[src/rtl/fa_tag_pkg.sv]
package fa_tag_pkg;

    localparam int unsigned DEF_ADDR_W = 32;
    localparam int unsigned DEF_OFF_W  = 5;
    localparam int unsigned DEF_SLOTS  = 8;

    // wrapping increment of a slot number
    function automatic int unsigned wrap_inc(input int unsigned v, input int unsigned n);
        return (v + 1 >= n) ? 0 : v + 1;
    endfunction

endpackage

[src/rtl/fa_tag_match.sv]
module fa_tag_match #(
    parameter int unsigned TAG_W = 27,
    parameter int unsigned SLOTS = 8,
    localparam int unsigned IDX_W = $clog2(SLOTS)
) (
    input  logic [SLOTS-1:0]            valid_i,
    input  logic [SLOTS-1:0][TAG_W-1:0] tags_i,
    input  logic [TAG_W-1:0]            req_tag,
    output logic                        any_o,
    output logic                        multi_o,
    output logic [IDX_W-1:0]            first_o
);

    logic [SLOTS-1:0] match_vec;

    // one comparator per slot, all in parallel
    generate
        for (genvar s = 0; s < SLOTS; s++) begin : g_cmp
            assign match_vec[s] = valid_i[s] && (tags_i[s] == req_tag);
        end
    endgenerate

    // priority encoder: lowest slot wins
    always_comb begin
        first_o = '0;
        for (int s = SLOTS - 1; s >= 0; s--) begin
            if (match_vec[s]) first_o = IDX_W'(s);
        end
    end

    assign any_o   = |match_vec;
    assign multi_o = (match_vec & (match_vec - 1'b1)) != '0;

endmodule

[src/rtl/fa_tag_alloc.sv]
module fa_tag_alloc #(
    parameter int unsigned SLOTS = 8,
    localparam int unsigned IDX_W = $clog2(SLOTS)
) (
    input  logic [SLOTS-1:0] valid_i,
    input  logic [IDX_W-1:0] rr_i,
    output logic [IDX_W-1:0] victim_o
);

    logic [IDX_W-1:0] free_idx;
    logic             any_free;

    always_comb begin
        free_idx = '0;
        for (int s = SLOTS - 1; s >= 0; s--) begin
            if (!valid_i[s]) free_idx = IDX_W'(s);
        end
    end

    assign any_free = ~&valid_i;
    assign victim_o = any_free ? free_idx : rr_i;

endmodule

[src/rtl/fa_tag_lookup.sv]
module fa_tag_lookup
    import fa_tag_pkg::*;
#(
    parameter int unsigned ADDR_W = DEF_ADDR_W,
    parameter int unsigned OFF_W  = DEF_OFF_W,
    parameter int unsigned SLOTS  = DEF_SLOTS,
    localparam int unsigned TAG_W = ADDR_W - OFF_W,
    localparam int unsigned IDX_W = $clog2(SLOTS)
) (
    input  logic              clk,
    input  logic              rst,
    input  logic              flush,
    input  logic              req_valid,
    input  logic [ADDR_W-1:0] req_addr,
    input  logic              req_write,
    output logic              hit,
    output logic [IDX_W-1:0]  hit_slot,
    output logic [OFF_W-1:0]  byte_off,
    output logic              hit_dirty,
    output logic              multi_hit,
    output logic [IDX_W-1:0]  victim_slot,
    output logic              victim_wb,
    output logic [TAG_W-1:0]  victim_tag,
    input  logic              fill_valid,
    input  logic [IDX_W-1:0]  fill_slot,
    input  logic [TAG_W-1:0]  fill_tag,
    input  logic              fill_write
);

    logic [SLOTS-1:0]            valid_q;
    logic [SLOTS-1:0]            dirty_q;
    logic [SLOTS-1:0][TAG_W-1:0] tag_q;
    logic [IDX_W-1:0]            rr_q;

    logic [TAG_W-1:0] req_tag;
    logic             any_match;
    logic             fill_ok;

    assign req_tag  = req_addr[ADDR_W-1:OFF_W];
    assign byte_off = req_addr[OFF_W-1:0];
    assign fill_ok  = fill_valid && !flush;

    fa_tag_match #(.TAG_W(TAG_W), .SLOTS(SLOTS)) u_match (
        .valid_i (valid_q),
        .tags_i  (tag_q),
        .req_tag (req_tag),
        .any_o   (any_match),
        .multi_o (multi_hit),
        .first_o (hit_slot)
    );

    assign hit       = req_valid && any_match;
    assign hit_dirty = hit && dirty_q[hit_slot];

    fa_tag_alloc #(.SLOTS(SLOTS)) u_alloc (
        .valid_i  (valid_q),
        .rr_i     (rr_q),
        .victim_o (victim_slot)
    );

    assign victim_wb  = valid_q[victim_slot] && dirty_q[victim_slot];
    assign victim_tag = tag_q[victim_slot];

    // state bits and rotating pointer
    always_ff @(posedge clk) begin
        if (rst || flush) begin
            valid_q <= '0;
            dirty_q <= '0;
            rr_q    <= '0;
        end else begin
            if (fill_valid) begin
                valid_q[fill_slot] <= 1'b1;
                dirty_q[fill_slot] <= fill_write;
                rr_q               <= IDX_W'(wrap_inc(rr_q, SLOTS));
            end
            if (hit && req_write) begin
                dirty_q[hit_slot] <= 1'b1;
            end
        end
    end

    // tag array carries no reset; valid bits qualify it
    always_ff @(posedge clk) begin
        if (!rst && fill_ok) begin
            tag_q[fill_slot] <= fill_tag;
        end
    end


    multihit_implies_hit_chk: assert property (@(posedge clk) disable iff (rst)
        (req_valid && multi_hit) |-> hit);


    victim_is_free_chk: assert property (@(posedge clk) disable iff (rst)
        (~&valid_q) |-> !valid_q[victim_slot]);


    victim_rotates_chk: assert property (@(posedge clk) disable iff (rst)
        (&valid_q) |-> (victim_slot == rr_q));


    fill_sets_valid_chk: assert property (@(posedge clk) disable iff (rst)
        fill_ok |=> valid_q[$past(fill_slot)]);


    flush_empties_chk: assert property (@(posedge clk) disable iff (rst)
        flush |=> (valid_q == '0 && rr_q == '0));


    dirty_needs_valid_chk: assert property (@(posedge clk) disable iff (rst)
        (dirty_q & ~valid_q) == '0);

endmodule

[config.mk]
export PLATFORM = sky130hd
export DESIGN_NAME = fa_tag_lookup
export DESIGN_NICKNAME = d
export VERILOG_FILES = /design/src/rtl/fa_tag_pkg.sv /design/src/rtl/fa_tag_match.sv /design/src/rtl/fa_tag_alloc.sv /design/src/rtl/fa_tag_lookup.sv
export SDC_FILE = /design/constraint.sdc
export NUM_CORES = 1
export LEC_CHECK = 0
export BUFFER_PORTS_ARGS = -buffer_cell sky130_fd_sc_hd__buf_2
export CAP_MARGIN = 20
export CORE_ASPECT_RATIO = 1.25
export CORE_UTILIZATION = 60
export DETAILED_ROUTE_END_ITERATION = 16
export GPL_TIMING_DRIVEN = 0
export PLACE_DENSITY = 0.8
export SLEW_MARGIN = 20
export SYNTH_ARGS = -nofsm -noshare
export SYNTH_HDL_FRONTEND = slang
export SYNTH_SLANG_ARGS = --single-unit
[constraint.sdc]
create_clock -name clk -period 7.7 [get_ports clk]
set_clock_uncertainty 0.1 [all_clocks]
set_input_delay 0 -clock clk [delete_from_list [all_inputs] [get_ports clk]]
set_output_delay 0 -clock clk [all_outputs]
set_load 0.03 [all_outputs]
### Yosys cells after proc, flatten, opt, wreduce, memory -nomap -nowiden

Index checks and enable logic that the tools add are counted.

* logic and storage cells: 89
* register bits: 235
* output and inout port bits: 42
* input bits: 69

* reductions and logical operators: 22
* mux-type cells: 37
* bitwise logic cells: 3
* eq/ne operators: 8
* order comparisons: 6
* add/sub/neg operators: 2

Operator list (number)
* bitwise mux 216 bit: 1
* == test 27 bit: 8
* binary-select mux 27 bit (select 3 bit): 1
* demux 27 bit (select 3 bit): 1
* 2-to-1 mux 27 bit: 2
* 2-to-1 mux 3 bit: 18
* 2-to-1 mux 8 bit: 3
* logical AND 1 bit: 16
* OR 8 bit: 2
* < comparator 3 x 4 -> 1 bit (second input constant): 3
* binary-select mux 1 bit (select 3 bit): 3
* AND 8 bit: 1
* bitwise mux 8 bit: 1
* AND reduction 8 bit: 1
* nonzero test 8 bit: 1
* OR reduction 8 bit: 1
* subtractor 8 x 1 -> 8 bit (second input constant): 1
* demux 1 bit (select 3 bit): 2
* >= comparator 3 x 1 -> 1 bit (second input constant): 2
* 2-to-1 mux 1 bit: 5
* adder 3 x 1 -> 4 bit (second input constant): 1
* >= comparator 4 bit (second input constant): 1
* logical NOT 1 bit: 2
* logical OR 1 bit: 1

### Depth between registers and ports, before layout

Gate-level depths: netlist (run 1).

* depth in word-level cells: 16
* depth in mapped cells: 12
* depth with buffers taken out: 10

### Hierarchy

Synthesis (run 1) repeated with hierarchy kept, for this count alone.

* cells, all modules: 792
* area total of the unflattened synthesis: 12026.5 um^2

By module, submodules not included
* fa_tag_lookup: cells each 440, times used 1, area an instance 9281.4 um^2
* fa_tag_match: cells each 337, times used 1, area an instance 2661.3 um^2
* fa_tag_alloc: cells each 15, times used 1, area an instance 83.8 um^2

### Worst setup path after synthesis (run 1)

Ideal clock, no wire load.

* path kind: input to register
* start: input port flush
* end: register tag_q[0] (netlist bit), enable pin
* slack: 3997 ps
* cell stages on the path: 3
* data arrival time: 3122 ps
* library setup time: 482 ps
* path buffers: 1
* path through: or2_2 > clkbuf_1 > nor4_1

* word-level cells in the longest chain between the ends: 3

Ends and longest elaborated chain
* from (decl): RTL line fa_tag_lookup.sv:12 `input logic flush,`
* logical NOT 1 bit: RTL line fa_tag_lookup.sv:41 `assign fill_ok = fill_valid && !flush;`
* logical AND 1 bit: RTL line fa_tag_lookup.sv:41
* logical AND 1 bit: RTL line fa_tag_lookup.sv:84 `if (!rst && fill_ok) begin`
* to (signal, indexed assignment): RTL line fa_tag_lookup.sv:85 `tag_q[fill_slot] <= fill_tag;`
* to (decl): RTL line fa_tag_lookup.sv:32 `logic [SLOTS-1:0][TAG_W-1:0] tag_q;`

No other way between the ends.
A chain may end at the register's enable or synchronous reset.

### Worst setup path after layout (run 1)

* start: register tag_q[83] (netlist bit)
* end: output port hit_dirty

* word-level cells in the longest chain between the ends: 9

Ends and longest elaborated chain
* == test 27 bit *: RTL line fa_tag_match.sv:19 `assign match_vec[s] = valid_i[s] && (tags_i[s] == req_tag);`
* logical AND 1 bit *: RTL line fa_tag_match.sv:19
* 2-to-1 mux 3 bit (4 in a row): RTL line fa_tag_match.sv:27 `if (match_vec[s]) first_o = IDX_W'(s);`
* binary-select mux 1 bit (select 3 bit): RTL line fa_tag_lookup.sv:53 `assign hit_dirty = hit && dirty_q[hit_slot];`
* 2-to-1 mux 1 bit (not written as such): RTL line fa_tag_lookup.sv:53
* logical AND 1 bit *: RTL line fa_tag_lookup.sv:53
* to (decl): RTL line fa_tag_lookup.sv:19 `output logic hit_dirty,`

Mark *: on every way between the ends. The rest lies on a longest branch, timed or not. The select of a mux whose other input is x is not followed.

==> flow_metrics.py, run 1 <==
metrics = {
    "clocking": {
        "cts_buffers": 25,
        "clock-root-buffer": "clkbuf_16",
        "clkTransAtPathRegs_ps": 60,
        "htreeDepth": 1,
        "cts_tree": "built",
        "clockBufferDepth": 3,
        "insertion_delay_ps": 550,
        "post_cts_buffers": 0,
        "post_cts_resized": 0,
        "clock-sinks": 235,
    },
    "worst_setup_path": {
        "crit_top_cell": "nand4_1",
        "worstSetupPathType": "reg -> out",
        "r2r_cells": 8,
        "cp-end-kind": "output port",
        "critPathLaunchType": "register",
        "required_ps": 7600,
        "crit_slowest_cell": "xnor2_1",
        "critPathTopFamily": "simple AND/OR/NAND/NOR gates",
        "worstPathArrival_ps": 4100,
        "cp_cell_sequence": "xnor2_1, nand4_1, nor4_1, nand4_1, nor4bb_1, o21ai_1, mux2_2, o211ai_1, a21boi_2, buf_2",
        "timing.critical_path.buf_inv": 1,
        "critical_path_depth": 10,
        "crit_fanout": 6,
        "rrSetupSlack_ps": 3800,
        "crit_path_max_incr_delay_ps": 690,
    },
    "power_and_ir_drop": {
        "p_seq_frac": 0.485,
        "power.total_mw": 2.928,
        "netSwitchingPower_mw": 0.7351,
        "ir_worst_vdd_mv": 0.2621,
        "p_int_mw": 2.192,
        "leakagePower_nw": 5.408,
        "netSwitchingFraction": 0.2511,
        "p_comb_frac": 0.099,
        "clockPowerShare": 0.416,
        "power_density_nw_per_um2": 195.4,
    },
    "synth": {
        "syn_inst": 1234,
        "ys_types": 49,
        "async_reset_ff_frac": 0,
        "avgSynthCellArea_um2": 10.35,
        "synth-seq-cells": 235,
        "syn_nets": 1304,
        "ys_seq_area_frac": 0.5379,
        "synth_warnings": 0,
        "synthFlopType": "edfxtp_1",
        "syn_area_um2": 12770,
        "synth-edff-count": 216,
    },
    "min_path": {
        "hold_class": "in -> reg",
        "whs_path_depth": 4,
    },
    "timing": {
        "slew_violations": 0,
        "final-hold-violation-count": 0,
        "slew_headroom": 0.3390,
        "period_share": 0.5451,
        "fmax_ghz": 0.2382,
        "period_minus_slack_ps": 4197,
        "tns_ps": 0,
        "setup_viol": 0,
        "hold_slack_ps": 71.89,
        "rsz0062_at_grt": "no",
        "tightest_slew_ps": 984.4,
    },
    "final_layout": {
        "drive_gt1_frac": 0.1349,
        "fin_nets": 1470,
        "area_growth_pct": 17.39,
        "final_common_cell": "nand2_1",
        "insertedDiodeCount": 0,
        "fin_util": 0.7199,
        "multi_input_area_um2": 5509,
        "mostFrequentLayoutCells": "265 x nand2_1, 216 x edfxtp_1, 152 x nand3_1, 110 x xor2_1, 102 x buf_2",
        "ff_latch_area_um2": 6867,
        "fillers": 1495,
    },
    "route": {
        "routedWlPerCell_um": 30.51,
        "dr.pass1.iters": 7,
        "drtIter0Drc": 1798,
        "drc": 0,
        "via_count": 11270,
        "drtAntennaViolNets": 0,
        "wirelength_um": 51560,
        "routed_via_density": 6.671,
    },
    "floorplanning": {
        "io_pins": 111,
        "die-area_um2": 21870,
        "rows": 59,
        "initial_utilization": 0.6132,
        "die_x_um": 132.5,
        "coreArea_um2": 20820,
        "die_height_um": 165.1,
    },
    "global_route": {
        "grt-ovfl-total": 0,
        "grt_usage": 0.4751,
        "antenna_found_initial": 0,
        "grt_pass1_wl_um": 72710,
        "grt_pass1_vias": 10770,
        "grt_max_degree": 17,
    },
    "flow_run": {
        "cap_violations": 0,
    },
    "placed_design": {
        "dp_hpwl_um": 38820,
        "port_buffers": 76,
        "gp_congestion": 1.100,
    },
    "run_status": {
        "run_status": "completed",
    },
}
Yosys cell counts, types with 16 or more instances:
master | number | area, µm²
a21oi_1 | 16 | 80.08
buf_2 | 18 | 90.09
clkbuf_1 | 37 | 138.9
dfxtp_1 | 19 | 380.4
edfxtp_1 | 216 | 6486
nand2_1 | 265 | 994.7
nand3_1 | 152 | 760.7
nand4_1 | 57 | 356.6
nor2_1 | 23 | 86.33
nor4_1 | 54 | 337.8
nor4b_1 | 16 | 140.1
o21ai_0 | 34 | 170.2
xnor2_1 | 101 | 884.6
xor2_1 | 110 | 963.4
per-layer routing:
metal,track usage,vias up,share of wire
met4,0.3777,0,0.098
li1,-,4756,-
met2,0.7627,987,0.45
met3,0.1215,240,0.12
met5,0,-,0
met1,0.5461,5291,0.33
state kept, by name, summed over array words and instances, names as in the netlist:
register,cells
tag_q,216
dirty_q,8
valid_q,8
rr_q,3
per-stage QoR:
step / instances / area [µm²] / setup WS, ps
2_1_floorplan: 1234 / 12770 / 3997
3_5_place_dp: 1608 / 13790 / 4283
6_report: 1690 / 14990 / 3503
5_1_grt: 1690 / 14990 / 3438
4_1_cts: 1690 / 14990 / 3723
3_3_place_gp: 1584 / 13490 / 540.6
tightest hold or removal path: stages:
cell and delay (ps):
buf_2 70, or2_2 100, clkbuf_1 390, a21oi_1 80
area by class of cell:
class	instances	area share
tap	274	0.02288
clock buffer	28	0.04250
inverter	12	0.003006
sequential	235	0.4582
timing repair buffer	139	0.06821
buffer	80	0.02655
clock inverter	15	0.01102
multi-input combinational	907	0.3676
power by group through the flow:
stage / registers (mW) / clock network, mW / logic [mW]
floorplan: 1.44 / 0 / 0.143
global placement: 1.45 / 0 / 0.254
detailed placement: 1.45 / 0 / 0.259
CTS: 1.42 / 1.20 / 0.275
global route: 1.42 / 1.24 / 0.296
finish: 1.42 / 1.22 / 0.290
logic make-up (layout without fill, tap and decap cells):
group,Yosys count,count (layout),share of synthesized area
buffers and inverters,92,274,0.03470
AO/OA/AOI/OAI,73,73,0.03362
flip-flops,235,235,0.5379
adder cells (fa/ha/maj),2,2,0.001764
multiplexers,11,11,0.008723
AND/OR/NAND/NOR,604,604,0.2300
XOR/XNOR,217,217,0.1533
final timing paths:
kind / startpoint / end
max reg2reg: tag_q[4] / dirty_q[0]
min: rst / valid_q[7]
max: tag_q[83] / hit_dirty
min reg2reg: rr_q[2] / rr_q[2]
timing repair:
item,in CTS,in global routing
hold buffers,39,0
setup endpoints to repair,0,0
hold endpoints to repair,241,0
No activity file was read; power rests on OpenSTA's default activity.
==> run 2: changes to the inputs <==
==> constraint.sdc (replaced) <==
create_clock -name clk -period 3.9 [get_ports clk]
set_clock_uncertainty 0.1 [all_clocks]
set_input_delay 0 -clock clk [delete_from_list [all_inputs] [get_ports clk]]
set_output_delay 0 -clock clk [all_outputs]
set_load 0.03 [all_outputs]
==> run 2 against run 1 <==
Critical path type unchanged. Core utilization is 0.97 points higher. Design area is 1.3% higher. Hold slack worse by 3.2 ps. Clock-buffer cell count stayed put. Highest routed layer is now met5. Largest cell class unchanged. The flow now finishes with violations (setup timing).
==> flow_metrics.py, run 2 (synthesis gave the netlist of run 1 again) <==
metrics = {
    "route": {
        "drc": 0,
        "via_count": 11210,
        "routedWlPerCell_um": 30.49,
        "wirelength_um": 51560,
        "dr.pass1.iters": 6,
        "drtIter0Drc": 1714,
        "drtAntennaViolNets": 0,
        "routed_via_density": 6.632,
    },
    "worst_setup_path": {
        "worstSetupPathType": "reg -> out",
        "cp_cell_sequence": "xor2_1, nor4_1, nand4_1, nor4bb_1, o21ai_1, mux2_2, o211ai_1, a21boi_2, buf_2",
        "critPathLaunchType": "register",
        "crit_slowest_cell": "xor2_1",
        "cp-end-kind": "output port",
        "worstPathArrival_ps": 3870,
        "crit_path_max_incr_delay_ps": 670,
        "crit_fanout": 6,
        "required_ps": 3800,
        "rrSetupSlack_ps": 280,
    },
    "timing": {
        "final-hold-violation-count": 0,
        "tightest_slew_ps": 892.3,
        "fmax_ghz": 0.2521,
        "rsz0062_at_grt": "yes",
        "setup_viol": 1,
        "worst_slack_ps": -67.14,
        "period_minus_slack_ps": 3967,
        "slew_violations": 0,
        "slew_headroom": 0.4051,
        "period_share": 1.017,
    },
    "global_route": {
        "grt_max_degree": 17,
        "grt_pass1_wl_um": 72720,
        "antenna_found_initial": 1,
        "grt_pass1_vias": 10810,
        "grt_usage": 0.4756,
        "grt-ovfl-total": 0,
    },
    "placed_design": {
        "dp_hpwl_um": 38820,
        "place_inst": 1608,
        "dp_slack_ps": 482.8,
        "port_buffers": 76,
        "dpl-instance-area_um2": 13790,
        "gp_congestion": 1.100,
    },
    "final_layout": {
        "final_common_cell": "nand2_1",
        "fin_util": 0.7295,
        "mostFrequentLayoutCells": "265 x nand2_1, 216 x edfxtp_1, 152 x nand3_1, 109 x xor2_1, 102 x buf_2",
        "largest_register": "tag_q",
        "drive_gt1_frac": 0.1540,
        "area_growth_pct": 18.97,
        "largest_reg_flops": 216,
        "final_cell_area_um2": 15190,
        "fin_cells": 1691,
        "fin_nets": 1470,
        "reg_top3": "tag_q x216, dirty_q x8, valid_q x8",
    },
    "floorplanning": {
        "die_height_um": 165.1,
        "coreArea_um2": 20820,
        "die_x_um": 132.5,
        "io_pins": 111,
        "die-area_um2": 21870,
        "initial_utilization": 0.6132,
        "rows": 59,
    },
    "power_and_ir_drop": {
        "leakagePower_nw": 5.542,
        "ir_worst_vdd_mv": 0.5152,
        "power_density_nw_per_um2": 380.6,
        "power.total_mw": 5.780,
    },
    "clocking": {
        "post_cts_buffers": 0,
        "clock-sinks": 235,
        "clockBufferDepth": 3,
        "insertion_delay_ps": 540,
        "cts_tree": "built",
        "clkTransAtPathRegs_ps": 60,
        "cts_buffers": 25,
        "htreeDepth": 1,
        "clock-root-buffer": "clkbuf_16",
    },
    "run_status": {
        "violations": "setup timing",
        "run_status": "complete, but fails checks",
    },
    "flow_run": {
        "cap_violations": 0,
    },
    "min_path": {
        "hold_class": "in -> reg",
    },
}
run 2: layout make-up:
class / instances / area (µm²)
Antenna cell: 1 / 2.502
Inverter: 12 / 45.04
Tap cell: 274 / 342.8
Clock buffer: 28 / 636.9
Clock inverter: 15 / 165.2
Multi-Input combinational cell: 907 / 5705
Buffer: 80 / 400.4
Timing Repair Buffer: 139 / 1022
Fill cell: 1454 / 5630
Sequential cell: 235 / 6867
run 2: worst paths after layout:
kind / start / to / depth (start not counted)
setup / recovery: tag_q[85] / hit_dirty / 9
hold reg to reg: rr_q[2] / rr_q[2] / 1
setup reg to reg: tag_q[4] / dirty_q[0] / 8
hold / removal: rst / valid_q[7] / 4
run 2: per-stage QoR:
stage | hold slack, ps | TNS (ps)
2_1_floorplan | -1.131 | 0
3_3_place_gp | 150.7 | -241880
3_5_place_dp | 149.9 | 0
4_1_cts | 31.02 | 0
5_1_grt | 111.0 | -5.590
6_report | 68.67 | -67.14
run 2: critical path, delay by kind of cell (launching register included):
family / cells / cell delay [ps]
multiplexers: 1 / 350
AND/OR/NAND/NOR: 3 / 1080
flip-flops: 1 / 410
AO/OA/AOI/OAI: 3 / 650
buffers and inverters: 1 / 180
XOR/XNOR: 1 / 670
run 2: what timing repair did:
action,CTS,global route
hold buffers,39,0
endpoints found under the setup margin,1,23
gates resized for setup,5,26
cloned,0,0
pin swaps,0,2
endpoints found under the hold margin,241,0
run 2: routing by layer:
metal  share of wire  GRT usage  up-vias
li1                -          -     4760
met4           0.092     0.3673        2
met2            0.46     0.7715      944
met3            0.12     0.1236      239
met1            0.33     0.5429     5269
met5         0.00025          0        -
run 2: where the power goes:
part | total, mW | internal (mW) | switching [mW]
Sequential | 2.80 | 2.78 | 0.0246
Clock | 2.39 | 1.37 | 1.02
Combinational | 0.584 | 0.185 | 0.399
==> run 3: changes to the inputs <==
--- a/config.mk
+++ b/config.mk
@@ -10,7 +10,6 @@
 export CORE_ASPECT_RATIO = 1.25
 export CORE_UTILIZATION = 60
 export DETAILED_ROUTE_END_ITERATION = 16
-export GPL_TIMING_DRIVEN = 0
 export PLACE_DENSITY = 0.8
 export SLEW_MARGIN = 20
 export SYNTH_ARGS = -nofsm -noshare
==> constraint.sdc (replaced) <==
create_clock -name clk -period 3.9 [get_ports clk]
set_clock_uncertainty 0.1 [all_clocks]
set_input_delay 0 -clock clk [delete_from_list [all_inputs] [get_ports clk]]
set_output_delay 0 -clock clk [all_outputs]
set_load 0.1 [all_outputs]
==> run 3 against run 2 <==
The run now ends clean. Design area shrank 2.3%. Critical path depth grew 1. Register-to-register slack lost 90 ps. Clock-buffer cell count shrank 2. Combinational power grew 5.0%. Global-route usage shrank 2.7 points. Hold slack lost 4.7 ps. Total power shrank 1.4%. Non-clock buffer count shrank 46. Wire length shrank 5.1%. Final cell count shrank 2.8%. Highest routed layer is now met4.
==> flow_metrics.py, run 3 (synthesis gave the netlist of run 1 again) <==
metrics = {
    "global_route": {
        "grt_usage": 0.4490,
        "grt_pass1_vias": 10320,
        "grt_pass1_wl_um": 69010,
        "antenna_found_initial": 0,
        "grt_max_degree": 69,
        "grt-ovfl-total": 0,
    },
    "run_status": {
        "run_status": "completed",
    },
    "route": {
        "routed_via_density": 6.639,
        "drtAntennaViolNets": 0,
        "via_count": 10910,
        "drtIter0Drc": 1465,
        "wirelength_um": 48940,
        "routedWlPerCell_um": 29.77,
        "drc": 0,
        "dr.pass1.iters": 6,
    },
    "placed_design": {
        "dp_slack_ps": 565.3,
        "port_buffers": 100,
        "dp_hpwl_um": 35410,
        "gp_congestion": 1.037,
    },
    "clocking": {
        "clock-root-buffer": "clkbuf_16",
        "insertion_delay_ps": 530,
        "post_cts_buffers": 0,
        "clockBufferDepth": 3,
        "clock-sinks": 235,
        "cts_buffers": 25,
        "clkTransAtPathRegs_ps": 60,
        "cts_tree": "built",
        "htreeDepth": 1,
    },
    "worst_setup_path": {
        "critPathTopFamily": "simple AND/OR/NAND/NOR gates",
        "crit_fanout": 4,
        "cp-end-kind": "output port",
        "crit_slowest_cell": "or4_1",
        "timing.critical_path.buf_inv": 1,
        "critPathLaunchType": "register",
        "worstSetupPathType": "reg -> out",
        "worstPathArrival_ps": 3740,
        "cp_cell_sequence": "xnor2_1, nand4_1, or4_1, or2_2, and4b_1, nor3b_1, a211oi_1, a211o_1, a21boi_2, buf_12",
        "required_ps": 3800,
        "crit_path_max_incr_delay_ps": 600,
    },
    "floorplanning": {
        "die_x_um": 132.5,
        "rows": 59,
        "die_height_um": 165.1,
        "coreArea_um2": 20820,
        "initial_utilization": 0.6132,
        "io_pins": 111,
        "die-area_um2": 21870,
    },
    "timing": {
        "final-hold-violation-count": 0,
        "worst_slack_ps": 64.47,
        "slew_headroom": 0.2412,
        "setup_viol": 0,
        "hold_slack_ps": 63.96,
        "period_minus_slack_ps": 3836,
        "tns_ps": 0,
        "fmax_ghz": 0.2607,
        "tightest_slew_ps": 1135,
        "rsz0062_at_grt": "no",
        "period_share": 0.9835,
        "slew_violations": 0,
    },
    "final_layout": {
        "area_growth_pct": 16.27,
        "fillers": 1463,
        "mostFrequentLayoutCells": "264 x nand2_1, 216 x edfxtp_1, 152 x nand3_1, 110 x xor2_1, 98 x buf_2",
        "fin_util": 0.7130,
        "largest_reg_flops": 216,
        "largest_register": "tag_q",
        "final_common_cell": "nand2_1",
        "reg_top3": "tag_q x216, dirty_q x8, valid_q x8",
        "drive_gt1_frac": 0.1489,
        "fin_nets": 1424,
        "insertedDiodeCount": 0,
    },
    "power_and_ir_drop": {
        "power.total_mw": 5.700,
        "leakagePower_nw": 5.316,
        "power_density_nw_per_um2": 384.0,
        "ir_worst_vdd_mv": 0.5229,
    },
    "flow_run": {
        "cap_violations": 0,
    },
    "min_path": {
        "hold_class": "in -> reg",
    },
}
[run 3: cell count changes in the layout (fill, tap and decap cells not counted), moves of 9 or more]
cell	previous run	this run
o21ai_0	34	9
xnor2_2	26	9
buf_6	9	0
o21ai_1	2	27
xnor2_1	79	97
clkbuf_1	38	1
buf_1	11	0
[run 3: per-stage QoR]
| stage | area, µm² | instances |
|---|---|---|
| after global placement | 13560 | 1557 |
| after global routing | 14840 | 1644 |
| after CTS | 14780 | 1644 |
| after detailed placement | 13560 | 1557 |
| final | 14840 | 1644 |
| after floorplan | 12770 | 1234 |
[run 3: cell type report]
type	count	area (µm²)	share of cell area
Inverter	12	46.29	0.003119
Multi-Input combinational cell	907	5574	0.3755
Sequential cell	235	6867	0.4626
Tap cell	274	342.8	0.02310
Clock inverter	17	145.1	0.009778
Clock buffer	26	629.4	0.04240
Timing Repair Buffer	173	1239	0.08345
[run 3: path summary, 6_finish.rpt]
path                                  from          to  slack [ps]  cells after the start
worst max register to register    tag_q[1]  dirty_q[0]         190                      8
worst min register to register     rr_q[2]     rr_q[2]         410                      1
worst max-delay path            tag_q[175]   hit_dirty          60                     10
worst min-delay path                   rst  dirty_q[4]          60                      3
[run 3: tightest hold or removal path: stages]
cell and delay (ps):
buf_2 70, or2_2 480, a21oi_1 70
[run 3: where the power goes]
group	internal (mW)	switching, mW
Clock	1.30	0.984
Sequential	2.78	0.0234
Combinational	0.175	0.438
[run 3: per-layer routing]
metal / wire length [µm] / part of all wire / vias to the layer above / global-route usage
li1: - / - / 4670 / -
met1: 16640 / 0.34 / 5222 / 0.5199
met2: 23620 / 0.48 / 838 / 0.7701
met3: 5156 / 0.11 / 184 / 0.09829
met4: 3516 / 0.072 / 0 / 0.2685
met5: 0 / 0 / - / 0
[run 3: repair_timing]
action / in CTS / in global routing
hold buffers: 44 / 0
resized for setup: 1 / 9
hold endpoints to repair: 240 / 0
pin swaps: 0 / 1
setup endpoints to repair: 1 / 2
